==> config.mk <==
export PLATFORM = sky130hd
export DESIGN_NAME = adc_serial_port
export DESIGN_NICKNAME = d
export VERILOG_FILES = /design/src/rtl/adc_port_pkg.sv /design/src/rtl/adc_port_ctrl.sv /design/src/rtl/adc_port_dp.sv /design/src/rtl/adc_serial_port.sv
export SDC_FILE = /design/constraint.sdc
export NUM_CORES = 1
export LEC_CHECK = 0
export BUFFER_PORTS_ARGS = -buffer_cell sky130_fd_sc_hd__buf_2
export CAP_MARGIN = 30
export CORE_MARGIN = 10
export CORE_UTILIZATION = 26
export CTS_BUF_LIST = sky130_fd_sc_hd__clkbuf_8
export CTS_CLUSTER_DIAMETER = 120
export DETAILED_ROUTE_END_ITERATION = 12
export PLACE_DENSITY_LB_ADDON = 0.15
export SLEW_MARGIN = 20
export SYNTH_ARGS = -nofsm -noshare
export SYNTH_HDL_FRONTEND = slang
export SYNTH_HIERARCHICAL = 1
export SYNTH_SLANG_ARGS = --single-unit
==> constraint.sdc <==
create_clock -name clk -period 6.8 [get_ports clk]
set_input_delay 0.68 -clock clk [delete_from_list [all_inputs] [get_ports clk]]
set_output_delay 0.68 -clock clk [all_outputs]
set_load 0.01 [all_outputs]
==> src/rtl/adc_port_pkg.sv <==
package adc_port_pkg;
  localparam int CTRL_W     = 12;
  localparam int CB_WRITE   = 11;
  localparam int CB_SEQ     = 10;
  localparam int CB_ADD_HI  = 9;
  localparam int CB_ADD_LO  = 6;
  localparam int CB_PM_HI   = 5;
  localparam int CB_PM_LO   = 4;
  localparam int CB_SHADOW  = 3;
  localparam int CB_WEAK    = 2;
  localparam int CB_RANGE   = 1;
  localparam int CB_CODING  = 0;
  localparam int TRACK_EDGE = 14;
  localparam logic [1:0]        PM_OFF   = 2'b10;
  localparam logic [CTRL_W-1:0] CTRL_RST = 12'h030;

  typedef enum logic [1:0] {PWR_ON, PWR_OFF, PWR_WAKE} pwrState_t;

  typedef struct packed {
    logic frameStart;
    logic sample;
    logic ctrlBit;
    logic lastBit;
    logic frameEnd;
    logic frameFull;
  } portStb_t;
endpackage

==> src/rtl/adc_port_ctrl.sv <==
module adc_port_ctrl
  import adc_port_pkg::*;
#(
  parameter int FRAME_W   = 16,
  parameter int PWRUP_CYC = 200,
  parameter int QUIET_CYC = 20
) (
  input  logic       clk,
  input  logic       rstN,
  input  logic       csN,
  input  logic       sclk,
  input  logic       din,
  input  logic [1:0] pmIn,
  output portStb_t   stb,
  output logic       dinS,
  output logic       frameActive,
  output logic       holdOut,
  output logic       pwrReady,
  output logic       pwrDown,
  output logic       pwrErr,
  output logic       quietErr
);
  localparam int CNT_W = $clog2(FRAME_W + 1);
  localparam int PWR_W = $clog2(PWRUP_CYC + 1);
  localparam int Q_W   = $clog2(QUIET_CYC + 1);

  logic [1:0] csSync, sclkSync, dinSync;
  logic csPrev, sclkPrev;
  logic csFall, csRise, sclkFall;
  logic [CNT_W-1:0] bitCnt;
  logic [PWR_W-1:0] wakeCnt;
  logic [Q_W-1:0]   quietCnt;
  pwrState_t pwrState;

  always_ff @(posedge clk or negedge rstN) begin
    if (!rstN) begin
      csSync   <= 2'b11;
      sclkSync <= 2'b00;
      dinSync  <= 2'b00;
      csPrev   <= 1'b1;
      sclkPrev <= 1'b0;
    end else begin
      csSync   <= {csSync[0], csN};
      sclkSync <= {sclkSync[0], sclk};
      dinSync  <= {dinSync[0], din};
      csPrev   <= csSync[1];
      sclkPrev <= sclkSync[1];
    end
  end

  assign dinS     = dinSync[1];
  assign csFall   = csPrev & ~csSync[1];
  assign csRise   = ~csPrev & csSync[1];
  assign sclkFall = sclkPrev & ~sclkSync[1];

  always_comb begin
    stb.frameStart = csFall;
    stb.sample     = frameActive & sclkFall & (bitCnt < CNT_W'(FRAME_W));
    stb.ctrlBit    = stb.sample & (bitCnt == CNT_W'(CTRL_W - 1));
    stb.lastBit    = stb.sample & (bitCnt == CNT_W'(FRAME_W - 1));
    stb.frameEnd   = csRise & frameActive;
    stb.frameFull  = (bitCnt == CNT_W'(FRAME_W));
  end

  always_ff @(posedge clk or negedge rstN) begin
    if (!rstN) begin
      frameActive <= 1'b0;
      bitCnt      <= '0;
      holdOut     <= 1'b0;
    end else begin
      if (csFall) begin
        frameActive <= 1'b1;
        bitCnt      <= '0;
        holdOut     <= 1'b1;
      end else begin
        if (csRise) frameActive <= 1'b0;
        if (stb.sample) begin
          bitCnt <= bitCnt + 1'b1;
          if (bitCnt == CNT_W'(TRACK_EDGE - 1)) holdOut <= 1'b0;
        end
      end
    end
  end

  always_ff @(posedge clk or negedge rstN) begin
    if (!rstN) begin
      pwrState <= PWR_ON;
      wakeCnt  <= '0;
    end else if (stb.frameEnd) begin
      if (pmIn == PM_OFF) begin
        pwrState <= PWR_OFF;
      end else if (pwrState == PWR_OFF) begin
        pwrState <= PWR_WAKE;
        wakeCnt  <= PWR_W'(PWRUP_CYC);
      end
    end else if (pwrState == PWR_WAKE) begin
      if (wakeCnt == '0) pwrState <= PWR_ON;
      else               wakeCnt  <= wakeCnt - 1'b1;
    end
  end

  always_ff @(posedge clk or negedge rstN) begin
    if (!rstN) begin
      quietCnt <= '0;
      pwrErr   <= 1'b0;
      quietErr <= 1'b0;
    end else begin
      pwrErr   <= csFall & (pwrState == PWR_WAKE);
      quietErr <= csFall & (quietCnt != '0);
      if (stb.frameEnd)         quietCnt <= Q_W'(QUIET_CYC);
      else if (quietCnt != '0)  quietCnt <= quietCnt - 1'b1;
    end
  end

  assign pwrReady = (pwrState == PWR_ON);
  assign pwrDown  = (pwrState == PWR_OFF);

  a_r5_track_edge: assert property (@(posedge clk) disable iff (!rstN)
    $fell(holdOut) |-> bitCnt == CNT_W'(TRACK_EDGE));
  a_r4_bits_bounded: assert property (@(posedge clk) disable iff (!rstN)
    bitCnt <= CNT_W'(FRAME_W));
  a_r7_shutdown: assert property (@(posedge clk) disable iff (!rstN)
    stb.frameEnd && pmIn == PM_OFF |=> pwrDown);
  a_r8_ready_after_wake: assert property (@(posedge clk) disable iff (!rstN)
    $rose(pwrReady) |-> $past(pwrState) == PWR_WAKE);
endmodule

==> src/rtl/adc_port_dp.sv <==
module adc_port_dp
  import adc_port_pkg::*;
#(
  parameter int NUM_CH = 16,
  parameter int RES_W  = 12
) (
  input  logic              clk,
  input  logic              rstN,
  input  portStb_t          stb,
  input  logic              dinS,
  input  logic [RES_W-1:0]  convResult,
  output logic              dout,
  output logic [CTRL_W-1:0] ctrlReg,
  output logic [NUM_CH-1:0] shadowReg,
  output logic [$clog2(NUM_CH)-1:0] curChan
);
  localparam int ADDR_W  = $clog2(NUM_CH);
  localparam int FRAME_W = ADDR_W + RES_W;

  logic [FRAME_W-1:0] shiftIn, shiftOut, newWord;
  logic shadowArm, shadowFrame, wroteThis;
  logic seqMode;
  logic [ADDR_W-1:0] firstEn, nextEn, cand, addrField;
  logic foundFirst, foundNext;

  assign newWord   = {shiftIn[FRAME_W-2:0], dinS};
  assign dout      = shiftOut[FRAME_W-1];
  assign seqMode   = ctrlReg[CB_SEQ] & ~ctrlReg[CB_SHADOW];
  assign addrField = ADDR_W'(ctrlReg[CB_ADD_HI:CB_ADD_LO]);

  always_comb begin
    firstEn    = '0;
    foundFirst = 1'b0;
    for (int i = 0; i < NUM_CH; i++) begin
      if (!foundFirst && shadowReg[i]) begin
        firstEn    = ADDR_W'(i);
        foundFirst = 1'b1;
      end
    end
    nextEn    = curChan;
    foundNext = 1'b0;
    cand      = curChan;
    for (int i = 1; i <= NUM_CH; i++) begin
      cand = curChan + ADDR_W'(i);
      if (!foundNext && shadowReg[cand]) begin
        nextEn    = cand;
        foundNext = 1'b1;
      end
    end
  end

  always_ff @(posedge clk or negedge rstN) begin
    if (!rstN) begin
      shiftIn  <= '0;
      shiftOut <= '0;
    end else if (stb.frameStart) begin
      shiftIn  <= '0;
      shiftOut <= {curChan, convResult};
    end else if (stb.sample) begin
      shiftIn  <= newWord;
      shiftOut <= {shiftOut[FRAME_W-2:0], 1'b0};
    end
  end

  always_ff @(posedge clk or negedge rstN) begin
    if (!rstN) begin
      ctrlReg     <= CTRL_RST;
      shadowReg   <= '0;
      shadowArm   <= 1'b0;
      shadowFrame <= 1'b0;
      wroteThis   <= 1'b0;
      curChan     <= '0;
    end else begin
      if (stb.frameStart) begin
        wroteThis   <= 1'b0;
        shadowFrame <= shadowArm;
        shadowArm   <= 1'b0;
      end
      if (stb.ctrlBit && !shadowFrame && newWord[CB_WRITE]) begin
        ctrlReg   <= newWord[CTRL_W-1:0];
        wroteThis <= 1'b1;
        if (!newWord[CB_SEQ] && newWord[CB_SHADOW]) shadowArm <= 1'b1;
      end
      if (stb.lastBit && shadowFrame) shadowReg <= NUM_CH'(newWord);
      if (stb.frameEnd && stb.frameFull) begin
        if (wroteThis)    curChan <= seqMode ? firstEn : addrField;
        else if (seqMode) curChan <= nextEn;
      end
    end
  end

  a_r2_ctrl_stable: assert property (@(posedge clk) disable iff (!rstN)
    !stb.ctrlBit |=> $stable(ctrlReg));
  a_r4_dout_stable: assert property (@(posedge clk) disable iff (!rstN)
    !stb.sample && !stb.frameStart |=> $stable(dout));
  a_r10_seq_enabled: assert property (@(posedge clk) disable iff (!rstN)
    stb.frameEnd && stb.frameFull && seqMode && !wroteThis && (shadowReg != '0)
      |=> shadowReg[curChan]);
endmodule

==> src/rtl/adc_serial_port.sv <==
module adc_serial_port
  import adc_port_pkg::*;
#(
  parameter int NUM_CH    = 16,
  parameter int RES_W     = 12,
  parameter int PWRUP_CYC = 200,
  parameter int QUIET_CYC = 20,
  localparam int ADDR_W   = $clog2(NUM_CH)
) (
  input  logic              clk,
  input  logic              rstN,
  input  logic              csN,
  input  logic              sclk,
  input  logic              din,
  input  logic [RES_W-1:0]  convResult,
  output logic              dout,
  output logic              doutEn,
  output logic              holdOut,
  output logic              pwrReady,
  output logic              pwrDown,
  output logic              pwrErr,
  output logic              quietErr,
  output logic [11:0]       ctrlReg,
  output logic [NUM_CH-1:0] shadowReg,
  output logic [ADDR_W-1:0] curChan
);
  localparam int FRAME_W = ADDR_W + RES_W;

  portStb_t stb;
  logic dinS, frameActive;

  adc_port_ctrl #(
    .FRAME_W(FRAME_W), .PWRUP_CYC(PWRUP_CYC), .QUIET_CYC(QUIET_CYC)
  ) u_ctrl (
    .clk(clk), .rstN(rstN), .csN(csN), .sclk(sclk), .din(din),
    .pmIn(ctrlReg[CB_PM_HI:CB_PM_LO]), .stb(stb), .dinS(dinS),
    .frameActive(frameActive), .holdOut(holdOut), .pwrReady(pwrReady),
    .pwrDown(pwrDown), .pwrErr(pwrErr), .quietErr(quietErr)
  );

  adc_port_dp #(.NUM_CH(NUM_CH), .RES_W(RES_W)) u_dp (
    .clk(clk), .rstN(rstN), .stb(stb), .dinS(dinS), .convResult(convResult),
    .dout(dout), .ctrlReg(ctrlReg), .shadowReg(shadowReg), .curChan(curChan)
  );

  assign doutEn = frameActive | ctrlReg[CB_WEAK];

  a_r6_release: assert property (@(posedge clk) disable iff (!rstN)
    $fell(doutEn) |-> !ctrlReg[CB_WEAK]);
endmodule

==> out/metrics.yaml <==
global_route:
  grt_overflow: 0
  grt.met3_usage_pct: 2.43
  grt.busiest_layer: "met2"
  grt_pass1_wl_um: 31800
  grtUsageTotal_pct: 12.0
  gr-usage-met1_pct: 15.5
  antenna_found_initial: 0
  use_met2_pct: 19.0
  grt_start_max_net_pins: 73
  grt_pass1_vias: 5310
synthesis:
  ys_ff_latch: 98
  syn_area_per_cell_um2: 10.4
  yosysTopAreaCell: "dfrtp_1"
  synth_nets: 689
  netlist_area_um2: 6790
  ys.flop_type: "dfrtp_1"
  synth_cell_types: 76
  yosysWarnings: 6
  seq_area_frac_synth_pct: 36.2
  synth_edf_count: 0
  synth_top_area_share_pct: 34.3
  ys_top_cells_by_area: "dfrtp_1, mux4_2, mux2_2"
  async_flop_share_pct: 100
  syn-instance-count: 655
critical_path:
  reg2reg_to: "u_dp/curChan[3]"
  cp-endpoint: "u_dp/curChan[3]"
  rrSetupSlack_ns: 2.04
  arrival_ns: 5.05
  start_kind: "flip-flop"
  crit_path_end_kind: "flip-flop"
  critPathKind: "flip-flop to flip-flop"
  rr_worst_depth: 12
  worst_ep_required_time_ns: 7.09
  crit_path_start: "u_dp/curChan[1]"
  r2r-start: "u_dp/curChan[1]"
  worstPathMaxFanout: 18
routing:
  viasPerCell: 5.19
  drt-initial-drc-count: 362
  drt_pre_antenna_iters: 5
  wirelength_um: 20200
  drc_errors: 0
  ant_nets: 0
  routedWlPerCell_um: 19.7
  vias: 5319
sta:
  fmax_mhz: 210
  slew_headroom_pct: 41.5
  maxSlewViolCount: 0
  period_needed_ns: 4.76
  post-route-period-util_pct: 70.0
  rsz0062_at_grt: "no"
  setup_violations: 0
  finalHoldViolations: 0
  setup_tns_ns: 0
  fin_worst_skew_ns: 0.0114
  tightest_slew_ns: 0.872
cts:
  cts_resized: 0
  clk_latency_ns: 0.37
  root_buffer: "clkbuf_8"
  postCtsSetupRepairBufs: 0
  clkTransAtPathRegs_ns: 0.10
  clockBufferDepth: 2
  cts_sinks: 98
  htreeDepth: 3
  ctsHoldBuffers: 0
  cts_inserted_buffers: 9
  cts_tree: "done"
power_and_ir_drop:
  p_leak_nw: 3.32
  max-vdd-ir-drop_mv: 0.100
  powerDensity_nw_per_um2: 155
floorplanning:
  fp-row-count: 59
  die_w_um: 182
  start_util_pct: 26.2
  io_pins: 56
  die_h_um: 182
  core_area_um2: 25900
  die_area_um2: 33000
layout:
  area_growth_syn_to_layout_pct: 12.2
  n_antenna_cell: 0
  fin_nets: 718
  fin_area_um2: 7620
  final_core_util_pct: 29.4
  drive_gt1_share_pct: 26.6
place:
  routabilityCongestion: 0.873
  placed_area_um2: 7340
  io_buffers: 55
  place_hpwl_um: 14700
run:
  drv_cap: 0
status:
  status: "finished clean"
min_path:
  hp-class: "primary input to asynchronous set/reset pin"
-- how the worst min path moves through the flow --
stage / startpoint / endpoint / slack [ns] / cells after the start
final: rstN / u_dp/shiftOut[4] / 0.21 / 1
after detailed placement: u_ctrl/dinSync[0] / u_ctrl/dinSync[1] / 0.34 / 0
after floorplan: u_ctrl/dinSync[0] / u_ctrl/dinSync[1] / 0.33 / 0
after global routing: rstN / u_dp/shiftOut[4] / 0.20 / 1
after global placement: u_ctrl/dinSync[0] / u_ctrl/dinSync[1] / 0.33 / 0
after CTS: rstN / u_dp/shiftOut[4] / 0.19 / 1
-- cell type report --
type                            count  area (µm²)
Fill cell                        2692       18300
Multi-Input combinational cell    481        4010
Sequential cell                    98        2460
Tap cell                          335         419
Timing Repair Buffer               63         378
Clock buffer                       11         151
Inverter                           31         116
Clock inverter                      5        82.6
-- report_power, final --
group	switching [mW]	internal [mW]	leakage, nW
logic	0.0596	0.0485	1.89
clock network	0.206	0.230	0.120
registers	0.0208	0.617	1.30
-- critical path, cell delays in order, from the launching register on --
cell      delay [ns]
dfrtp_1         0.35
inv_1           0.14
ha_1            0.85
buf_4           0.33
mux2_2          0.36
mux4_2          0.55
mux2i_1         0.42
nand4_1         0.26
nor4b_4         0.53
a21oi_1         0.18
o211ai_2        0.37
a31oi_1         0.11
a32oi_2         0.23
-- metrics by stage --
step	power, mW	setup slack (ns)	std cells	hold WS [ns]
2_1_floorplan	0.717	2.35	655	0.331
3_3_place_gp	0.750	2.20	1005	0.335
3_5_place_dp	0.758	2.13	1006	0.340
4_1_cts	1.20	2.09	1022	0.194
5_1_grt	1.25	1.80	1024	0.205
6_report	1.18	2.04	1024	0.211
-- state kept, by name, summed over array words and instances (netlist names), 4 cells and up --
name	count
u_dp/shadowReg	16
u_dp/shiftIn	15
u_ctrl/quietCnt	5
u_dp/shiftOut	16
u_dp/curChan	4
u_ctrl/bitCnt	5
u_ctrl/wakeCnt	8
u_dp/ctrlReg	12
-- kinds of logic (layout without fill, tap and decap cells) --
logic type	Yosys count	in the layout	share of synthesized area, %
simple gates	188	188	14.3
buf+inv	76	110	4.97
flops	98	98	36.2
fa+ha+maj	17	17	3.13
xor+xnor	16	16	2.06
compound gates	121	121	12.3
mux	139	139	27.0
-- cell usage in the layout (no fill, tap or decap), drive strengths merged, types with 4 or more instances in the layout --
cell type  count
ha            17
mux4          29
inv           30
a22oi          5
o22ai          5
dfstp          5
a31oi          4
clkinv         4
nand2b         9
a21oi         22
o31ai          6
xnor2         11
xor2           5
nand4          5
or4            6
o21ai         30
and2           4
mux2          54
nand3         15
mux2i         56
nand2         53
or2            4
nor3           6
and3           4
o211ai         7
or3            6
buf           63
nor2b          8
dfrtp         93
nor4           6
clkbuf        11
nor2          48
-- cell usage after synthesis, drive strengths merged, types with 11 or more instances --
library cell  number
a21oi             22
buf               15
clkbuf            30
dfrtp             93
ha                17
inv               28
mux2              54
mux2i             56
mux4              29
nand2             53
nand3             15
nor2              48
o21ai             30
xnor2             11
-- routing by layer --
layer	up-vias	share of wire, %
met3	24	4.5
met1	2679	45
met2	146	48
met5	-	0
met4	0	2.7
li1	2470	-
(Power assumes the default switching activity.)
